## src/rtl/wlk_pkg.sv

```systemverilog
// Package: shared types and default constants of the two-key write lock.
// Assumes byte-wide keys and an 8-bit register address space by default.
package wlk_pkg;

    // Lock progress: closed, first key seen, open.
    typedef enum logic [1:0] {
        LK_CLOSED = 2'd0,
        LK_HALF   = 2'd1,
        LK_OPEN   = 2'd2
    } lk_state_e;

    localparam int unsigned DEF_ADDR_W = 8;
    localparam int unsigned DEF_KEY_W  = 8;

endpackage

```

## src/rtl/wlk_addr_match.sv

```systemverilog
// Module: wlk_addr_match
// Classifies a bus address as the key address, as one of the guarded
// registers, or as neither. Purely combinational.
// Assumes the key address is not in the guarded list.
module wlk_addr_match #(
    parameter int unsigned ADDR_W   = 8,
    parameter int unsigned NUM_PROT = 4,
    parameter logic [NUM_PROT*ADDR_W-1:0] PROT_ADDRS = '0,
    parameter logic [ADDR_W-1:0] KEY_ADDR = '0
) (
    input  logic [ADDR_W-1:0] addr,
    output logic              hit_key,
    output logic              hit_prot
);

    logic [NUM_PROT-1:0] hit_vec;

    // One comparator per guarded address.
    for (genvar i = 0; i < NUM_PROT; i++) begin : g_cmp
        assign hit_vec[i] = (addr == PROT_ADDRS[i*ADDR_W +: ADDR_W]);
    end

    // Reduce the per-address hits and decode the key address.
    always_comb begin
        hit_prot = |hit_vec;
        hit_key  = (addr == KEY_ADDR);
    end

endmodule

```

## src/rtl/wlk_key_fsm.sv

```systemverilog
// Module: wlk_key_fsm
// Tracks the key sequence. Only key writes move it: the first key takes it
// from closed to half, the second key from half to open, and any other key
// byte in any state returns it to closed.
// Assumes key_wr is a single-cycle pulse per bus write.
module wlk_key_fsm
    import wlk_pkg::*;
#(
    parameter int unsigned KEY_W = 8,
    parameter logic [KEY_W-1:0] KEY_FIRST  = 8'hCA,
    parameter logic [KEY_W-1:0] KEY_SECOND = 8'h53
) (
    input  logic             clk,
    input  logic             rst_n,
    input  logic             key_wr,
    input  logic [KEY_W-1:0] key_val,
    output logic             is_open
);

    lk_state_e state_q, state_d;

    // Next-state rule for one key write.
    always_comb begin
        state_d = state_q;
        if (key_wr) begin
            unique case (state_q)
                LK_CLOSED: state_d = (key_val == KEY_FIRST)  ? LK_HALF : LK_CLOSED;
                LK_HALF:   state_d = (key_val == KEY_SECOND) ? LK_OPEN : LK_CLOSED;
                default:   state_d = LK_CLOSED;
            endcase
        end
    end

    // State register with synchronous reset to closed.
    always_ff @(posedge clk) begin
        if (!rst_n) begin
            state_q <= LK_CLOSED;
        end else begin
            state_q <= state_d;
        end
    end

    // Decode the open state.
    always_comb begin
        is_open = (state_q == LK_OPEN);
    end

endmodule

```

## src/rtl/wlk_gate.sv

```systemverilog
// Module: wlk_gate (top)
// Write-protection gate for a peripheral's configuration registers.
// Produces a same-cycle write qualifier for the guarded addresses and
// exposes the lock state. Reads are not routed through this block.
// Assumes one bus write per asserted bus_wr cycle.
module wlk_gate
    import wlk_pkg::*;
#(
    parameter int unsigned ADDR_W   = DEF_ADDR_W,
    parameter int unsigned KEY_W    = DEF_KEY_W,
    parameter int unsigned NUM_PROT = 4,
    parameter logic [NUM_PROT*ADDR_W-1:0] PROT_ADDRS = {8'h18, 8'h0C, 8'h04, 8'h00},
    parameter logic [ADDR_W-1:0] KEY_ADDR   = 8'h24,
    parameter logic [KEY_W-1:0]  KEY_FIRST  = 8'hCA,
    parameter logic [KEY_W-1:0]  KEY_SECOND = 8'h53
) (
    input  logic              clk,
    input  logic              rst_n,
    input  logic              bus_wr,
    input  logic [ADDR_W-1:0] bus_addr,
    input  logic [KEY_W-1:0]  bus_wdata,
    output logic              prot_wr_ok,
    output logic              gate_open
);

    logic hit_key;
    logic hit_prot;
    logic fsm_open;

    wlk_addr_match #(
        .ADDR_W    (ADDR_W),
        .NUM_PROT  (NUM_PROT),
        .PROT_ADDRS(PROT_ADDRS),
        .KEY_ADDR  (KEY_ADDR)
    ) u_match (
        .addr    (bus_addr),
        .hit_key (hit_key),
        .hit_prot(hit_prot)
    );

    wlk_key_fsm #(
        .KEY_W     (KEY_W),
        .KEY_FIRST (KEY_FIRST),
        .KEY_SECOND(KEY_SECOND)
    ) u_fsm (
        .clk    (clk),
        .rst_n  (rst_n),
        .key_wr (bus_wr & hit_key),
        .key_val(bus_wdata),
        .is_open(fsm_open)
    );

    // Qualify guarded writes with the current lock state.
    always_comb begin
        prot_wr_ok = bus_wr & hit_prot & fsm_open;
        gate_open  = fsm_open;
    end

endmodule

```

## config.mk

```make
export PLATFORM = sky130hd
export DESIGN_NAME = wlk_gate
export DESIGN_NICKNAME = d
export VERILOG_FILES = /design/src/rtl/wlk_pkg.sv /design/src/rtl/wlk_addr_match.sv /design/src/rtl/wlk_key_fsm.sv /design/src/rtl/wlk_gate.sv
export SDC_FILE = /design/constraint.sdc
export NUM_CORES = 1
export LEC_CHECK = 0
export ABC_CLOCK_PERIOD_IN_PS = 1900
export BUFFER_PORTS_ARGS = -buffer_cell sky130_fd_sc_hd__buf_2
export CORE_AREA = 2 2 39 41
export CTS_CLUSTER_DIAMETER = 200
export DETAILED_ROUTE_END_ITERATION = 12
export DIE_AREA = 0 0 41 43
export GPL_ROUTABILITY_DRIVEN = 0
export SLEW_MARGIN = 20
export SYNTH_ARGS = -nofsm -noshare
export SYNTH_HDL_FRONTEND = slang
export SYNTH_HIERARCHICAL = 1
export SYNTH_SLANG_ARGS = --single-unit
```

## constraint.sdc

```tcl
create_clock -name clk -period 1.9 [get_ports clk]
set_input_delay 0.19 -clock clk [delete_from_list [all_inputs] [get_ports clk]]
set_output_delay 0.19 -clock clk [all_outputs]
set_load 0.1 [all_outputs]
```

Word-level counts from Yosys, hierarchy flattened --
Cells that the tools add are included.
Operators by class: bitwise logic cells 3, eq/ne operators 8, div/mod/pow operators 0, multipliers 0, order comparisons 0, multiplexer cells 3, add/sub/neg operators 0, shifts and indexed selects 0, reductions and logical operators 3
Operators with widths (count):
- $eq 8x3->1 const B | 1
- $eq 8x4->1 const B | 1
- $eq 8x5->1 const B | 1
- $eq 8x6->1 const B | 1
- $eq 8x7->1 const B | 1
- $eq 8x8->1 const B | 1
- $logic_not 8->1 | 1
- $pmux 2 s2 | 1
- $reduce_or 4->1 | 1
- $and 1x1->1 | 3
- $eq 2x1->1 const B | 1
- $eq 2x2->1 const B | 1
- $logic_not 2->1 | 1
- $mux 2 | 1
- $mux 1 | 1
Word-level totals: register bits 2, latch bits 0, memories 0, input bits 19, RAM bits 0, ROM bits 0

Logic depth before layout (Yosys ltp) --
word-level depth 4, mapped depth 5

Cells and area by module --
The synthesis kept the hierarchy.
Modules (own cells, without submodules):
- wlk_key_fsm | area an instance 122.6 µm², cells each 14, instances 1
- wlk_addr_match | area an instance 47.5 µm², cells each 6, instances 1
- wlk_gate | area an instance 12.5 µm², cells each 2, instances 1

Worst setup path after synthesis --
No wires, ideal clock.
path type register to output, start point register u_fsm.state_q[1], end point output prot_wr_ok, data arrival time 2.681 ns, buffers on the path 0, cell stages (with the launch flop) 3, slack -0.971 ns, data required time 1.710 ns, path through dfxtp_1 nor2b_1 and3_1
On the way: word-level cells in the longest chain between the ends 2
Ends and longest elaborated chain:
- from (decl) | RTL line wlk_key_fsm.sv:20 | lk_state_e state_q, state_d;
- from (signal assigned) | RTL line wlk_key_fsm.sv:39 | state_q <= state_d;
- $eq 2x2->1 | RTL line wlk_key_fsm.sv:45 | is_open = (state_q == LK_OPEN);
- net gate_open | RTL line wlk_gate.sv:23 | output logic gate_open
- $and 1x1->1 | RTL line wlk_gate.sv:55 | prot_wr_ok = bus_wr & hit_prot & fsm_open;
- to (decl) | RTL line wlk_gate.sv:22 | output logic prot_wr_ok,
The timed path passes the listed nets, and every way through them passes these cells.

Worst setup path after layout --
start point input bus_addr[1], end point register u_fsm.state_q[1]
On the way: word-level cells in the longest chain between the ends 2
Ends and longest elaborated chain:
- from (decl) | RTL line wlk_gate.sv:20 | input logic [ADDR_W-1:0] bus_addr,
- $eq 8x6->1 | RTL line wlk_addr_match.sv:26 | hit_key = (addr == KEY_ADDR);
- net hit_key | RTL line wlk_gate.sv:26 | logic hit_key;
- $and 1x1->1 | RTL line wlk_gate.sv:48 | .key_wr (bus_wr & hit_key),
The timed path passes the listed nets, and every way through them passes these cells. A chain may end at the register's enable or synchronous reset.

==> flow_summary_export.csv <==
group,metric,value,unit
setup_path,crit_type,"input pin to flip-flop",
placed_design,dpl.hpwl,450,um
setup_path,crit_fanout,3,
floorplanning,start_util,13.2,%
clock_tree,clockBufferDepth,2,
timing,max_freq,0.650,GHz
floorplanning,rows,14,
power,power_frac_clock,56.6,%
timing,min_period,1540,ps
cells_and_area,drive_above_1_share,62.2,%
setup_path,worstPathRequired,2010,ps
cells_and_area,final_nets,66,
clock_tree,cts_resized,0,
synthesis,yosysTopAreaCell,"dfxtp_1",
synthesis,synthCells,22,
cells_and_area,diodes,0,
clock_tree,cts_tree,"done",
power,ir_worst_vdd,0.268,mV
setup_path,cp_cell_sequence,"buf_2, or4_4, nor4_2, and2_1, nand3b_1, o41ai_1",
synthesis,synth_nets,41,
synthesis,yosys.area.top_type_share,21.9,%
timing,rsz0062_at_grt,"false",
clock_tree,postCtsSetupRepairBufs,0,
timing,slew_viol_final,0,
power,p_int,0.130,mW
clock_tree,cts_inserted_buffers,3,
global_routing,grt_usage,7.62,%
route,routed_wl,504,um
setup_path,crit_arrival,1650,ps
power,power_frac_comb,17.7,%
synthesis,netlist_area,183,um^2
setup_path,slowest_delay,530,ps
timing,maxSlewHeadroom,68.1,%
route,initialDrtViolationCount,0,
floorplanning,core,1380,um^2
global_routing,grt_pass1_wl,862,um
cells_and_area,top_regs,"u_fsm/state_q: 2 flops",
cells_and_area,largest_reg_flops,2,
clock_tree,htree_levels,1,
clock_tree,clk_latency,220,ps
synthesis,seq_area_frac_synth,21.9,%
outcome,status,"finished, final reports clean",
global_routing,grt_pass1_vias,238,
synthesis,yosysMostFrequentCell,"nand3b_1",
cells_and_area,syn2layout_area_growth,91.1,%
placed_design,dp.cells,58,
timing,clock_skew,5.95,ps
setup_path,critPathSlowestCell,"or4_4",
clock_tree,clock-root-buffer,"clkbuf_4",
global_routing,grt_max_degree,5,
job,maxCapViolCount,0,
clock_tree,clk_transition_reported_paths,30,ps
route,drt-wirelength-per-cell,8.26,um
synthesis,ys_types,16,
setup_path,crit_path_end_kind,"flip-flop",
clock_tree,clock_sinks,2,
clock_tree,cts_hold_buffers,0,
timing,hold_violations,0,
route,vias,243,
synthesis,ys_async_sr_fraction,0,%
route,antenna_left,0,
placed_design,dpl-instance-area,327,um^2
route,drc,0,
synthesis,synth_area_leaders,"dfxtp_1 (22%), nand3b_1 (16%), o41ai_1 (9.6%)",
setup_path,start_kind,"input pin",
floorplanning,die_w,41,um
synthesis,yosys_warnings,6,
power,p_sw_share,20.9,%
power,power_frac_seq,25.8,%
global_routing,antenna_found_initial,0,
power,p_leak,0.158,nW
power,cellPowerDensity,471,nW/um^2
cells_and_area,final_cells,61,
floorplanning,die_area,1760,um^2
route,first_pass_iters,1,
timing,tightest_slew,482,ps
synthesis,syn_avg_cell_area,8.30,um^2
global_routing,grt-ovfl-total,0,
synthesis,synth-seq-cells,2,
timing,setup_violations,0,
route,via_per_inst,3.98,
timing,setup_tns,0,ps
cells_and_area,design_area,349,um^2
synthesis,synth_flop_cell,"dfxtp_1",
timing,fin_crit_sh,81.0,%
floorplanning,io-pin-count,21,
floorplanning,die_h,43,um
min_path,hp-class,"input pin to flip-flop",
synthesis,synth_edf_count,0,
placed_design,io_buffers,20,
synthesis,yosys-top-cells-count,"nand3b_1 (4), dfxtp_1 (2), nand2_1 (2), o41ai_1 (2)",
cells_and_area,regMostFlops,"u_fsm/state_q",
power,p_switching,0.0343,mW
==> stage by stage <==
step / utilization [%] / power, mW / worst slack, ps / hold slack [ps]
CTS: 25.2 / 0.170 / 351 / 185
floorplan: - / 0.0507 / 220 / 291
finish: 25.2 / 0.164 / 361 / 189
global route: 25.2 / 0.180 / 212 / 190
detailed placement: 23.6 / 0.0725 / 120 / 418
global placement: 23.6 / 0.0720 / 183 / 401
==> worst paths after layout <==
path | end | cells after the start | start | slack [ps]
setup reg to reg | u_fsm/state_q[1] | 2 | u_fsm/state_q[1] | 950
hold reg to reg | u_fsm/state_q[1] | 2 | u_fsm/state_q[1] | 510
hold / removal | u_fsm/state_q[1] | 2 | bus_wdata[7] | 190
setup / recovery | u_fsm/state_q[1] | 6 | bus_addr[1] | 360
==> layout by cell type, fill, tap and decap left out, types with 2 or more instances in the layout <==
cell type  synthesis  layout
nand2_1            2       2
o41ai_1            2       2
buf_2              0      19
dfxtp_1            2       2
nand3b_1           4       4
clkbuf_4           0       3
==> cell type report <==
| type | instances | area (um^2) |
|---|---|---|
| clock buffers | 3 | 22.5 |
| inverters | 1 | 3.75 |
| repair buffers | 20 | 115 |
| flip-flops and latches | 2 | 40.0 |
| fillers | 151 | 1030 |
| well taps | 16 | 20.0 |
| multi-input cells | 19 | 148 |
==> power groups by stage <==
| stage | sequential, mW | combinational [mW] | clock, mW |
|---|---|---|---|
| 4_1_cts | 0.0423 | 0.0298 | 0.0984 |
| 3_3_place_gp | 0.0429 | 0.0291 | 0 |
| 5_1_grt | 0.0423 | 0.0327 | 0.105 |
| 6_report | 0.0423 | 0.0291 | 0.0929 |
| 3_5_place_dp | 0.0429 | 0.0296 | 0 |
| 2_1_floorplan | 0.0429 | 0.00785 | 0 |
==> routing by layer <==
layer	global-route usage, %	share of wire (%)	up-vias
met1	7.67	39	100
met5	0	0	-
met2	10.6	51	13
li1	-	-	130
met4	6.00	0	0
met3	4.71	10	0
==> logic make-up after synthesis <==
| group | Yosys count | synth area share, % |
|---|---|---|
| buffers and inverters | 1 | 2.05 |
| AO/OA/AOI/OAI | 2 | 9.59 |
| AND/OR/NAND/NOR | 16 | 61.6 |
| flip-flops | 2 | 21.9 |
| XOR/XNOR | 1 | 4.80 |
==> critical path, delay by kind of cell <==
kind | cells | cell delay (ps)
buffers and inverters | 1 | 90
AOI/OAI and AO/OA | 1 | 360
and+or+nand+nor | 4 | 1000
Power figures use the tool's default switching activity.
